$ cat src/rtl/itt_pkg.sv
package itt_pkg;

    // Byte offsets decoded by the register bank
    localparam int unsigned OFF_MODE  = 32'h0;
    localparam int unsigned OFF_STAT  = 32'h4;
    localparam int unsigned OFF_VALUE = 32'h8;
    localparam int unsigned OFF_IMAGE = 32'hC;

    // Bit positions in the mode word
    localparam int unsigned IRQ_EN_BIT = 25;
    localparam int unsigned RUN_EN_BIT = 24;

    // Bit position of the flag in the status word
    localparam int unsigned FLAG_BIT = 0;

    localparam int unsigned BUS_W = 32;

    typedef enum logic [2:0] {
        SEL_MODE,
        SEL_STAT,
        SEL_VALUE,
        SEL_IMAGE,
        SEL_NONE
    } reg_sel_e;

endpackage

$ cat src/rtl/itt_prescaler.sv
module itt_prescaler #(
    parameter int unsigned PRESCALE = 16
) (
    input  logic clk,
    input  logic rst_n,
    input  logic run,
    output logic tick
);

    localparam int unsigned PRE_W = (PRESCALE > 1) ? $clog2(PRESCALE) : 1;
    localparam logic [PRE_W-1:0] LAST = PRE_W'(PRESCALE - 1);

    typedef struct packed {
        logic [PRE_W-1:0] cnt;
    } pre_state_t;

    pre_state_t st_d, st_q;

    always_comb begin
        st_d = st_q;
        if (!run) begin
            st_d.cnt = '0;
        end else if (st_q.cnt == LAST) begin
            st_d.cnt = '0;
        end else begin
            st_d.cnt = st_q.cnt + 1'b1;
        end
    end

    assign tick = run && (st_q.cnt == LAST);

    always_ff @(posedge clk or negedge rst_n) begin
        if (!rst_n) begin
            st_q <= '0;
        end else begin
            st_q <= st_d;
        end
    end

    // two ticks never come on back-to-back cycles
    a_r2_tick_spacing: assert property (@(posedge clk) disable iff (!rst_n)
        tick |=> !tick);

endmodule

$ cat src/rtl/itt_counter.sv
module itt_counter #(
    parameter int unsigned CNT_W = 20,
    parameter int unsigned PER_W = 12
) (
    input  logic             clk,
    input  logic             rst_n,
    input  logic             enable,
    input  logic             tick,
    input  logic [CNT_W-1:0] interval,
    input  logic             ack,
    output logic [CNT_W-1:0] cur,
    output logic [PER_W-1:0] periods,
    output logic             flag,
    output logic             run
);

    typedef struct packed {
        logic [CNT_W-1:0] cur;
        logic [PER_W-1:0] periods;
        logic             flag;
    } cnt_state_t;

    cnt_state_t st_d, st_q;
    logic       wrap;

    // Keep running after the enable drops until the count is back at zero
    assign run  = enable || (st_q.cur != '0);
    // A count at or past the interval ends the period, even after a reprogram
    assign wrap = tick && (st_q.cur >= interval);

    always_comb begin
        st_d = st_q;
        if (tick) begin
            st_d.cur = wrap ? '0 : st_q.cur + 1'b1;
        end
        if (ack) begin
            st_d.flag    = wrap;
            st_d.periods = wrap ? PER_W'(1) : '0;
        end else if (wrap) begin
            st_d.flag    = 1'b1;
            st_d.periods = st_q.periods + 1'b1;
        end
    end

    always_ff @(posedge clk or negedge rst_n) begin
        if (!rst_n) begin
            st_q <= '0;
        end else begin
            st_q <= st_d;
        end
    end

    assign cur     = st_q.cur;
    assign periods = st_q.periods;
    assign flag    = st_q.flag;

    // the count changes only on a prescaler tick
    a_r2_count_on_tick: assert property (@(posedge clk) disable iff (!rst_n)
        !tick |=> $stable(st_q.cur));

    // a completed period leaves the flag set
    a_r3_wrap_sets_flag: assert property (@(posedge clk) disable iff (!rst_n)
        wrap |=> st_q.flag);

    // an acknowledge with no new period clears flag and count
    a_r4_ack_clears: assert property (@(posedge clk) disable iff (!rst_n)
        (ack && !wrap) |=> (!st_q.flag && st_q.periods == '0));

    // stopped at zero means staying at zero
    a_r7_halt_at_zero: assert property (@(posedge clk) disable iff (!rst_n)
        (!enable && st_q.cur == '0) |=> (st_q.cur == '0));

    // a period ending on the acknowledge edge is kept
    a_r8_ack_collision: assert property (@(posedge clk) disable iff (!rst_n)
        (ack && wrap) |=> (st_q.flag && st_q.periods == PER_W'(1)));

    // the period count rolls over from all ones to zero
    a_r9_rollover: assert property (@(posedge clk) disable iff (!rst_n)
        (wrap && !ack && (&st_q.periods)) |=> (st_q.periods == '0));

endmodule

$ cat src/rtl/itt_regs.sv
module itt_regs
    import itt_pkg::*;
#(
    parameter int unsigned ADDR_W = 4,
    parameter int unsigned CNT_W  = 20,
    parameter int unsigned PER_W  = 12
) (
    input  logic              clk,
    input  logic              rst_n,
    input  logic              bus_sel,
    input  logic              bus_wr,
    input  logic [ADDR_W-1:0] bus_addr,
    input  logic [BUS_W-1:0]  bus_wdata,
    output logic [BUS_W-1:0]  bus_rdata,
    input  logic [CNT_W-1:0]  cur,
    input  logic [PER_W-1:0]  periods,
    input  logic              flag,
    output logic              enable,
    output logic              irq_en,
    output logic [CNT_W-1:0]  interval,
    output logic              ack
);

    typedef struct packed {
        logic             irq_en;
        logic             enable;
        logic [CNT_W-1:0] interval;
    } mode_t;

    mode_t      mode_d, mode_q;
    reg_sel_e   sel;
    logic       mode_wr;
    logic       rd;
    logic [BUS_W-1:0] word;
    logic       unused_wdata_bits;

    assign unused_wdata_bits = ^bus_wdata;

    always_comb begin
        if (bus_addr == ADDR_W'(OFF_MODE)) begin
            sel = SEL_MODE;
        end else if (bus_addr == ADDR_W'(OFF_STAT)) begin
            sel = SEL_STAT;
        end else if (bus_addr == ADDR_W'(OFF_VALUE)) begin
            sel = SEL_VALUE;
        end else if (bus_addr == ADDR_W'(OFF_IMAGE)) begin
            sel = SEL_IMAGE;
        end else begin
            sel = SEL_NONE;
        end
    end

    assign mode_wr = bus_sel && bus_wr && (sel == SEL_MODE);
    assign rd      = bus_sel && !bus_wr;
    assign ack     = rd && (sel == SEL_VALUE);

    always_comb begin
        mode_d = mode_q;
        if (mode_wr) begin
            mode_d.irq_en   = bus_wdata[IRQ_EN_BIT];
            mode_d.enable   = bus_wdata[RUN_EN_BIT];
            mode_d.interval = bus_wdata[CNT_W-1:0];
        end
    end

    always_ff @(posedge clk or negedge rst_n) begin
        if (!rst_n) begin
            mode_q <= '0;
        end else begin
            mode_q <= mode_d;
        end
    end

    always_comb begin
        word = '0;
        unique case (sel)
            SEL_MODE: begin
                word[IRQ_EN_BIT]  = mode_q.irq_en;
                word[RUN_EN_BIT]  = mode_q.enable;
                word[CNT_W-1:0]   = mode_q.interval;
            end
            SEL_STAT: begin
                word[FLAG_BIT] = flag;
            end
            SEL_VALUE, SEL_IMAGE: begin
                word[CNT_W +: PER_W] = periods;
                word[CNT_W-1:0]      = cur;
            end
            default: begin
                word = '0;
            end
        endcase
    end

    assign bus_rdata = rd ? word : '0;
    assign enable    = mode_q.enable;
    assign irq_en    = mode_q.irq_en;
    assign interval  = mode_q.interval;

    // the mode word changes only through a write at its own offset
    a_r10_mode_hold: assert property (@(posedge clk) disable iff (!rst_n)
        !mode_wr |=> $stable(mode_q));

    // an acknowledge never comes from a write
    a_r4_ack_is_read: assert property (@(posedge clk) disable iff (!rst_n)
        ack |-> !bus_wr);

endmodule

$ cat src/rtl/interval_tick_timer.sv
module interval_tick_timer
    import itt_pkg::*;
#(
    parameter int unsigned PRESCALE = 16,
    parameter int unsigned CNT_W    = 20,
    parameter int unsigned PER_W    = 12,
    parameter int unsigned ADDR_W   = 4
) (
    input  logic              clk,
    input  logic              rst_n,
    input  logic              bus_sel,
    input  logic              bus_wr,
    input  logic [ADDR_W-1:0] bus_addr,
    input  logic [31:0]       bus_wdata,
    output logic [31:0]       bus_rdata,
    output logic              irq
);

    logic             enable;
    logic             irq_en;
    logic [CNT_W-1:0] interval;
    logic             ack;
    logic [CNT_W-1:0] cur;
    logic [PER_W-1:0] periods;
    logic             flag;
    logic             run;
    logic             tick;

    itt_regs #(
        .ADDR_W (ADDR_W),
        .CNT_W  (CNT_W),
        .PER_W  (PER_W)
    ) regs_i (
        .clk       (clk),
        .rst_n     (rst_n),
        .bus_sel   (bus_sel),
        .bus_wr    (bus_wr),
        .bus_addr  (bus_addr),
        .bus_wdata (bus_wdata),
        .bus_rdata (bus_rdata),
        .cur       (cur),
        .periods   (periods),
        .flag      (flag),
        .enable    (enable),
        .irq_en    (irq_en),
        .interval  (interval),
        .ack       (ack)
    );

    itt_prescaler #(
        .PRESCALE (PRESCALE)
    ) pre_i (
        .clk   (clk),
        .rst_n (rst_n),
        .run   (run),
        .tick  (tick)
    );

    itt_counter #(
        .CNT_W (CNT_W),
        .PER_W (PER_W)
    ) cnt_i (
        .clk      (clk),
        .rst_n    (rst_n),
        .enable   (enable),
        .tick     (tick),
        .interval (interval),
        .ack      (ack),
        .cur      (cur),
        .periods  (periods),
        .flag     (flag),
        .run      (run)
    );

    assign irq = flag && irq_en;

    // after an acknowledge with no new period, the interrupt is low
    a_r6_irq_drops_on_ack: assert property (@(posedge clk) disable iff (!rst_n)
        (ack && !tick) |=> !irq);

endmodule

$ cat config.mk
export PLATFORM = sky130hd
export DESIGN_NAME = interval_tick_timer
export DESIGN_NICKNAME = d
export VERILOG_FILES = /design/src/rtl/itt_pkg.sv /design/src/rtl/itt_prescaler.sv /design/src/rtl/itt_counter.sv /design/src/rtl/itt_regs.sv /design/src/rtl/interval_tick_timer.sv
export SDC_FILE = /design/constraint.sdc
export NUM_CORES = 1
export LEC_CHECK = 0
export ABC_AREA = 1
export ABC_CLOCK_PERIOD_IN_PS = 1800
export BUFFER_PORTS_ARGS = -buffer_cell sky130_fd_sc_hd__clkbuf_2
export CORE_MARGIN = 10
export CORE_UTILIZATION = 51
export DETAILED_ROUTE_END_ITERATION = 7
export PLACE_DENSITY = 0.77
export SLEW_MARGIN = 30
export SYNTH_ARGS = -nofsm -noshare
export SYNTH_HDL_FRONTEND = slang
export SYNTH_SLANG_ARGS = --single-unit
$ cat constraint.sdc
create_clock -name clk -period 1.8 [get_ports clk]
set_input_delay 0.18 -clock clk [delete_from_list [all_inputs] [get_ports clk]]
set_output_delay 0.18 -clock clk [all_outputs]
set_load 0.05 [all_outputs]
# [Word-level counts from Yosys, hierarchy flattened]
# Index checks and enable logic that the tools add are counted.
[totals] reg_bits=59 latchBits=0 mem_bits_rw=0 rom_bits=0 inputBits=40 out_inout_bits=33 word_cells=48 n_memories=0
[classes] addsub=3 n_mul=0 div=0 n_lt_le_gt_ge=1 eq_ne=7 n_shift=0 n_mux=16 n_bitwise=0 reduce_logical=14
[ops] cell="19-bit one-hot mux with 2 select lines" count=1
[ops] cell="32-bit two-way mux" count=1
[ops] cell="13-bit two-way mux" count=2
[ops] cell="20-bit by 1-bit adder with 20-bit output (second input constant)" count=1
[ops] cell="20-bit greater-or-equal comparator" count=1
[ops] cell="20-bit two-way mux" count=1
[ops] cell="20-bit nonzero test" count=1
[ops] cell="12-bit by 1-bit adder with 12-bit output (second input constant)" count=1
[ops] cell="4-bit equality test (second input constant)" count=3
[ops] cell="3-bit two-way mux" count=4
[ops] cell="4-bit two-way mux" count=3
[ops] cell="1-bit logical AND" count=7
[ops] cell="3-bit by 2-bit equality test with 1-bit output (second input constant)" count=2
[ops] cell="6-bit two-way mux" count=1
[ops] cell="4-bit by 1-bit adder with 4-bit output (second input constant)" count=1
[ops] cell="4-bit by 3-bit equality test with 1-bit output (second input constant)" count=1
[ops] cell="4-bit logical NOT" count=1
[ops] cell="2-bit one-hot mux with 2 select lines" count=1
[ops] cell="3-bit by 1-bit equality test with 1-bit output (second input constant)" count=1
[ops] cell="3-bit logical NOT" count=1
[ops] cell="1-bit one-hot mux with 3 select lines" count=1
[ops] cell="2-bit nonzero test" count=1
[ops] cell="2-bit OR reduction" count=1
[ops] cell="1-bit logical NOT" count=1
[ops] cell="other kinds (2)" count=2

# [Longest topological paths before layout]
# Gate-level depths: netlist (run 1).
[depth] depth_word=9 mapped_depth=14 ltp_nobuf=14

# [Hierarchy]
# Synthesis (run 1) repeated with hierarchy kept, for this count alone.
[hier_totals] cells_unflattened=591 hier_area_um2=4108.9
[modules_own_cells] mod="itt_counter" n_inst=1 cells_per_inst=364 area_per_inst_um2=2560.0 seq_area_each_um2=825.8
[modules_own_cells] mod="itt_regs" n_inst=1 cells_per_inst=203 area_per_inst_um2=1352.5 seq_area_each_um2=550.5
[modules_own_cells] mod="itt_prescaler" n_inst=1 cells_per_inst=22 area_per_inst_um2=188.9 seq_area_each_um2=100.1
[modules_own_cells] mod="interval_tick_timer" n_inst=1 cells_per_inst=2 area_per_inst_um2=7.5 seq_area_each_um2=0.0

# [Least setup slack after synthesis (run 1)]
# OpenSTA, ideal clock, no wires.
[synth_path] path_kind="input -> output" startpoint="in bus_addr[1]" endpoint="out bus_rdata[11]" arrival_ns=1.676 t_required_ns=1.620 path_slack_ns=-0.056 path_stages=3 n_path_buf=0 cell_sequence="nor2_1 > nand3_1 > o21ai_0"
[synth_via] elab_chain_len=9
[synth_lines] item="start: declaration" line="interval_tick_timer.sv:13" source="input logic [ADDR_W-1:0] bus_addr,"
[synth_lines] item="4-bit equality test" line="itt_regs.sv:46" source="end else if (bus_addr == ADDR_W'(OFF_IMAGE)) begin"
[synth_lines] item="3-bit two-way mux" line="itt_regs.sv:46"
[synth_lines] item="3-bit two-way mux" line="itt_regs.sv:44" source="end else if (bus_addr == ADDR_W'(OFF_VALUE)) begin"
[synth_lines] item="3-bit two-way mux" line="itt_regs.sv:42" source="end else if (bus_addr == ADDR_W'(OFF_STAT)) begin"
[synth_lines] item="3-bit two-way mux (*)" line="itt_regs.sv:40" source="if (bus_addr == ADDR_W'(OFF_MODE)) begin"
[synth_lines] item="3-bit by 2-bit equality test with 1-bit output" line="itt_regs.sv:76" source="unique case (sel)"
[synth_lines] item="2-bit OR reduction" line="itt_regs.sv:76"
[synth_lines] item="19-bit one-hot mux with 2 select lines (*)" line="itt_regs.sv:76"
[synth_lines] item="32-bit two-way mux (*)" line="itt_regs.sv:95" source="assign bus_rdata = rd ? word : '0;"
[synth_lines] item="end: declaration" line="interval_tick_timer.sv:15" source="output logic [31:0] bus_rdata,"
# Mark *: on every way between the ends. The rest lies on a longest branch, timed or not.

# [Final worst setup path (run 1)]
[layout_path] startpoint="reg cnt_i.st_q (netlist bit cnt_i.cur[2])" endpoint="reg cnt_i.st_q (netlist bit cnt_i.periods[11])"
[layout_via] elab_chain_len=5
[layout_lines] item="start: declaration" line="itt_counter.sv:23" source="cnt_state_t st_d, st_q;"
[layout_lines] item="start signal: assignment" line="itt_counter.sv:49" source="st_q <= st_d;"
[layout_lines] item="parallel branches: the longest is 3 deep, another holds 20-bit greater-or-equal comparator"
[layout_lines] item="1-bit logical AND (*)" line="itt_counter.sv:29" source="assign wrap = tick && (st_q.cur >= interval);"
[layout_lines] item="2-bit nonzero test (no line) (*)"
# Every way passes the cells marked *.
# A chain may end at the register's enable or synchronous reset.

==> flow_summary.toml, run 1 <==
[timing]
worstMarginPinSlew_ps = 685
setup_viol = 34
period_needed_ps = 1990
drv_slew = 0
skew_ps = 14.3
rsz0062_at_grt = "yes"
post-route-period-util_pct = 111
setup_ws_ps = -194
fmax_mhz = 501
maxSlewHeadroom_pct = 54.3
hold_viol = 0

[floorplanning]
die_x_um = 110
die_h_um = 110
ioPinCount = 73
num_rows = 32
core_area_um2 = 7770
dieArea_um2 = 12000
start_util_pct = 52.9

[yosys]
syn_area_per_cell_um2 = 7.15
synth.distinct_cells = 36
syn_area_um2 = 4110
ys_seq_area_share_pct = 36.0
synth-main-ff-cell = "dfrtp_1"
synth-edff-count = 0
synth_seq_cells = 59
async_reset_ff_share_pct = 100
syn_inst = 574
ys_warn_count = 0
syn-num-nets = 638

[worst_setup_path]
r2r-start = "cnt_i.cur[2]$_DFFE_PN0P_"
end_kind = "flop"
rr_endpoint = "cnt_i.periods[11]$_DFFE_PN0P_"
r2r_setup_slack_ps = -190
r2r_cells = 11
cp_data_required_time_ps = 2030
crit_fanout = 7
critPathArrivalTime_ps = 2230
startpoint_type = "flop"
path_class = "flop to flop"

[status]
violations = "setup timing"
status = "complete, but fails checks"

[hold_path]
hold-path-cell-count = 2
hold_class = "input pin to flop"
hp-start = "bus_wdata[24]"
min_to = "regs_i.enable$_DFFE_PN0P_"

[drt]
routedWlPerCell_um = 16.7
ant_nets = 0
drt_wl_total_um = 13400
drc = 0
routed_via_density = 5.39
vias = 4332
dr.pass1.iters = 5
drt_iter0_markers = 212

[grt]
grt_pass1_wl_um = 21600
antenna_found_initial = 0
grt_start_max_net_pins = 60
overflow = 0
grt_pass1_vias = 4410
grt_util_all_layers_pct = 22.7

[cts]
clockBufferDepth = 2
numCtsBuffers = 9
clk_latency_ps = 350
cts_root_buf = "clkbuf_8"
clock_sinks = 59
htree_levels = 3
cts_tree = "built"
clkTransAtPathRegs_ps = 80

[place]
place_hpwl_um = 9530
place.gp.congestion = 0.944
dp_cells = 779
portBuffers = 62

[layout]
drive_gt1_share_pct = 33.2
syn2layout_area_growth_pct = 44.5
multiInputGateArea_um2 = 2460
utilization_pct = 76.4
n_fill_cell = 559
n_antenna_cell = 0
finalNetCount = 761
regArea_um2 = 1480
stdcell_count = 803

[job]
drv_cap = 0

[pwr]
p_per_area_nw_per_um2 = 594
static-leakage-power_nw = 3.04
peakVddDrop_mv = 0.511
-- registers in the layout, indices dropped and copies added, names as in the netlist --
name and flops:
regs_i.interval 20, regs_i.enable 1, cnt_i.flag 1, cnt_i.cur 20, pre_i.st_q 4, cnt_i.periods 12
regs_i.irq_en 1
-- worst max-delay path, stage by stage (launching register included) --
cell	delay (ps)
dfrtp_1	410
ha_1	300
nand2_1	100
nor2_2	160
nand2_1	70
nor2_1	100
nand2_1	60
nand4_1	190
nand2_4	160
buf_4	190
nand3_1	60
nand2_1	50
-- cells by family after synthesis --
family,count (synthesis),share of synthesized area (%)
flops,59,36.0
simple gates,315,34.3
xor+xnor,18,3.84
buf+inv,105,10.9
fa+ha+maj,24,7.31
mux,3,0.823
compound gates,50,6.89
-- layer usage --
layer  wire length, um  track usage [%]
met1              5470             26.4
met5                 0                0
met4               382             7.99
met3               704             4.27
met2              6830             40.6
-- layout by cell type, fill, tap and decap left out, types with 23 or more instances in the layout --
cell      count
nand2_1     135
nor2_1       73
inv_1        66
buf_4        62
dfrtp_1      58
clkbuf_2     33
buf_12       30
nand3_2      24
nand3_1      23
a21oi_1      23
-- repair_timing --
| item | in CTS | in global routing |
|---|---|---|
| hold buffers | 1 | 0 |
| setup buffers | 5 | 3 |
| gates resized for setup | 48 | 32 |
| gates cloned | 2 | 1 |
| pin swaps | 28 | 27 |
| endpoints found under the setup margin | 33 | 37 |
| endpoints found under the hold margin | 59 | 0 |
-- worst max path at each step --
stage / start / endpoint / slack (ps) / cells after the start
final: cnt_i.cur[2]$_DFFE_PN0P_ / cnt_i.periods[11]$_DFFE_PN0P_ / -190 / 11
after global routing: cnt_i.cur[2]$_DFFE_PN0P_ / cnt_i.cur[2]$_DFFE_PN0P_ / -260 / 9
after CTS: cnt_i.cur[7]$_DFFE_PN0P_ / cnt_i.periods[11]$_DFFE_PN0P_ / -100 / 11
after detailed placement: cnt_i.cur[19]$_DFFE_PN0P_ / cnt_i.cur[11]$_DFFE_PN0P_ / -170 / 11
after global placement: cnt_i.cur[19]$_DFFE_PN0P_ / cnt_i.periods[0]$_DFFE_PN0P_ / -110 / 11
after floorplan: bus_addr[1] / bus_rdata[11] / -60 / 3
-- cell type report --
type / instances / share of cell area [%]
multi-input combinational: 410 / 41.5
sequential: 59 / 24.9
timing repair buffer: 132 / 22.4
inverter: 85 / 5.40
clock buffer: 11 / 2.38
tap: 102 / 2.15
clock inverter: 4 / 1.27
-- through the flow --
| step | hold WS [ps] | total power [mW] | setup slack (ps) | setup TNS, ps | area (um^2) |
|---|---|---|---|---|---|
| 2_1_floorplan | -116 | 1.77 | -55.5 | -444 | 4110 |
| 3_3_place_gp | 215 | 2.02 | -106 | -2530 | 5320 |
| 3_5_place_dp | 236 | 2.06 | -173 | -4810 | 5320 |
| 4_1_cts | 65.5 | 3.49 | -101 | -2520 | 5790 |
| 5_1_grt | 66.2 | 3.68 | -263 | -7090 | 5930 |
| 6_report | 60.2 | 3.53 | -194 | -5430 | 5930 |
-- power breakdown --
group / switching [mW] / internal [mW] / leakage, nW / total, mW
registers: 0.0608 / 1.43 / 0.742 / 1.50
logic: 0.358 / 0.301 / 2.20 / 0.659
clock network: 0.562 / 0.810 / 0.102 / 1.37
-- Yosys cell counts, types with 2 or more instances --
master	count	area, um^2
nand4_1	21	131
nand2_1	148	556
o22ai_1	11	68.8
xor2_1	15	131
inv_1	80	300
nand3_2	10	100
a21oi_1	25	125
mux2_2	2	22.5
buf_6	4	45.0
buf_2	7	35.0
a32o_1	2	20.0
nor2_2	3	18.8
nand3_1	37	185
inv_2	4	15.0
ha_1	24	300
o21ai_0	9	45.0
nor3_1	7	35.0
dfrtp_1	59	1480
xnor2_1	3	26.3
clkbuf_1	6	22.5
nor2_1	82	308
(Power assumes the default switching activity.)
==> run 2, diff against run 1 <==
CORE_UTILIZATION = 49   (was 51)
PLACE_DENSITY = 0.74   (was 0.77)
==> run 2 against run 1 <==
Against the previous run:
- core utilization decreased by 3.1 points
- the run still ends with setup timing left
- sequential cell count unchanged
- final area increased by 0.97%
- non-clock buffer count increased by 1
- cell count increased by 0.50%
- critical endpoint is now cnt_i.periods[9]$_DFFE_PN0P_
- register-to-register slack improved by 110 ps
- highest routed layer unchanged
- critical path depth unchanged
==> flow_summary.toml, run 2 (synthesis results as in run 1) <==
[cts]
htree_levels = 3
clkTransAtPathRegs_ps = 70
clk_latency_ps = 350
clockBufferDepth = 2
cts_root_buf = "clkbuf_8"
numCtsBuffers = 9
clock_sinks = 59
cts_tree = "built"

[timing]
period_needed_ps = 1880
fin_tns_setup_ps = -1760
rsz0062_at_grt = "yes"
post-route-period-util_pct = 104
setup_ws_ps = -80.8
maxSlewHeadroom_pct = 49.8
drv_slew = 0
setup_viol = 33
fmax_mhz = 532
worstMarginPinSlew_ps = 752
skew_ps = 13.8
hold_slack_ps = 58.8
hold_viol = 0

[drt]
routed_via_density = 5.24
drt_wl_total_um = 12500
drc = 0
ant_nets = 0
dr.pass1.iters = 5
routedWlPerCell_um = 15.5
drt_iter0_markers = 310
vias = 4226

[grt]
grt_util_all_layers_pct = 19.2
grt_start_max_net_pins = 60
antenna_found_initial = 0
grt_pass1_wl_um = 19900
grt_pass1_vias = 4034
overflow = 0

[worst_setup_path]
crit_fanout = 6
r2r-start = "regs_i.interval[19]$_DFFE_PN0P_"
r2r_setup_slack_ps = -80
end_kind = "flop"
critPathArrivalTime_ps = 2100
r2r_cells = 11
rr_endpoint = "cnt_i.periods[9]$_DFFE_PN0P_"
path_class = "flop to flop"
cp_data_required_time_ps = 2020
startpoint_type = "flop"

[place]
place_area_um2 = 5380
portBuffers = 62
place_ws_ps = -130
place.gp.congestion = 0.903
place_hpwl_um = 9160
dp_cells = 782

[layout]
drive_gt1_share_pct = 33.2
syn2layout_area_growth_pct = 45.9
layout_commonest_cell = "nand2_1"
finalNetCount = 762
stdcell_count = 807
utilization_pct = 73.3
mostFrequentLayoutCells = "131 x nand2_1, 72 x nor2_1, 68 x inv_1"
n_antenna_cell = 0
fin_area_um2 = 5990

[pwr]
p_int_mw = 2.35
peakVddDrop_mv = 0.385
pwr-share-comb_pct = 20.3
seq_power_share_pct = 45.3
switching_share_pct = 28.7
clkPwrFrac_pct = 34.4
static-leakage-power_nw = 3.08
p_switching_mw = 0.943
power_mw = 3.29
p_per_area_nw_per_um2 = 549

[floorplanning]
core_area_um2 = 8180
start_util_pct = 50.2
die_x_um = 112
ioPinCount = 73
num_rows = 33
die_h_um = 112
dieArea_um2 = 12400

[hold_path]
hold-path-cell-count = 2
hold_class = "input pin to flop"
min_to = "regs_i.enable$_DFFE_PN0P_"
hp-start = "bus_wdata[24]"

[job]
drv_cap = 0

[status]
violations = "setup timing"
status = "complete, but fails checks"
==> run 2: cell types whose count changed in the layout (fill, tap and decap cells not counted), sizes merged <==
cell and change:
clkbuf +4, clkinv +1, bufinv -2, inv +1, clkinvlp -2, buf -1
==> run 2: worst max path at each step <==
stage / startpoint / to / slack, ps / cells past startpoint
6_report: regs_i.interval[19]$_DFFE_PN0P_ / cnt_i.periods[9]$_DFFE_PN0P_ / -80 / 11
4_1_cts: cnt_i.cur[11]$_DFFE_PN0P_ / cnt_i.cur[2]$_DFFE_PN0P_ / -90 / 10
3_3_place_gp: cnt_i.cur[11]$_DFFE_PN0P_ / cnt_i.periods[0]$_DFFE_PN0P_ / -90 / 11
3_5_place_dp: cnt_i.cur[11]$_DFFE_PN0P_ / cnt_i.periods[0]$_DFFE_PN0P_ / -130 / 11
2_1_floorplan: bus_addr[1] / bus_rdata[11] / -60 / 3
5_1_grt: regs_i.interval[7]$_DFFE_PN0P_ / cnt_i.periods[0]$_DFFE_PN0P_ / -170 / 15
==> run 2: worst max-delay path, cell delays in order (launching register included) <==
cell       delay [ps]
dfrtp_1           370
inv_2              80
ha_1              250
nand2_2           110
nor2_4             50
buf_4             130
a21oi_2           130
nand4_1           160
buf_4             200
clkbuf_16         150
nand4_1            60
nand2_1            70
==> run 2: metal layers <==
metal | GRT usage (%) | vias up | wire (um)
met5 | 0 | - | 0
met1 | 24.8 | 1984 | 5430
met2 | 31.5 | 138 | 6140
met3 | 3.22 | 22 | 736
met4 | 6.94 | 0 | 233
li1 | - | 2082 | -
==> run 2: cell type report <==
type                            instances  area, um^2
Clock buffer                           13         169
Tap cell                              105         131
Fill cell                             638        2180
Sequential cell                        59        1480
Inverter                               85         319
Timing Repair Buffer                  133        1410
Multi-Input combinational cell        410        2480
Clock inverter                          2        10.0
==> run 2: power groups by stage <==
stage	clock [mW]	combinational [mW]	sequential, mW
final	1.13	0.667	1.49
after global routing	1.21	0.743	1.50
after CTS	1.16	0.575	1.48
after detailed placement	0	0.550	1.51
after global placement	0	0.527	1.50
after floorplan	0	0.278	1.49
==> run 2: what timing repair did <==
item	4_1_cts	5_1_grt
gates resized for setup	13	59
endpoints found under the setup margin	33	33
hold buffers	1	0
setup buffers	0	6
pin swaps	0	37
cloned	0	4
endpoints found under the hold margin	59	0
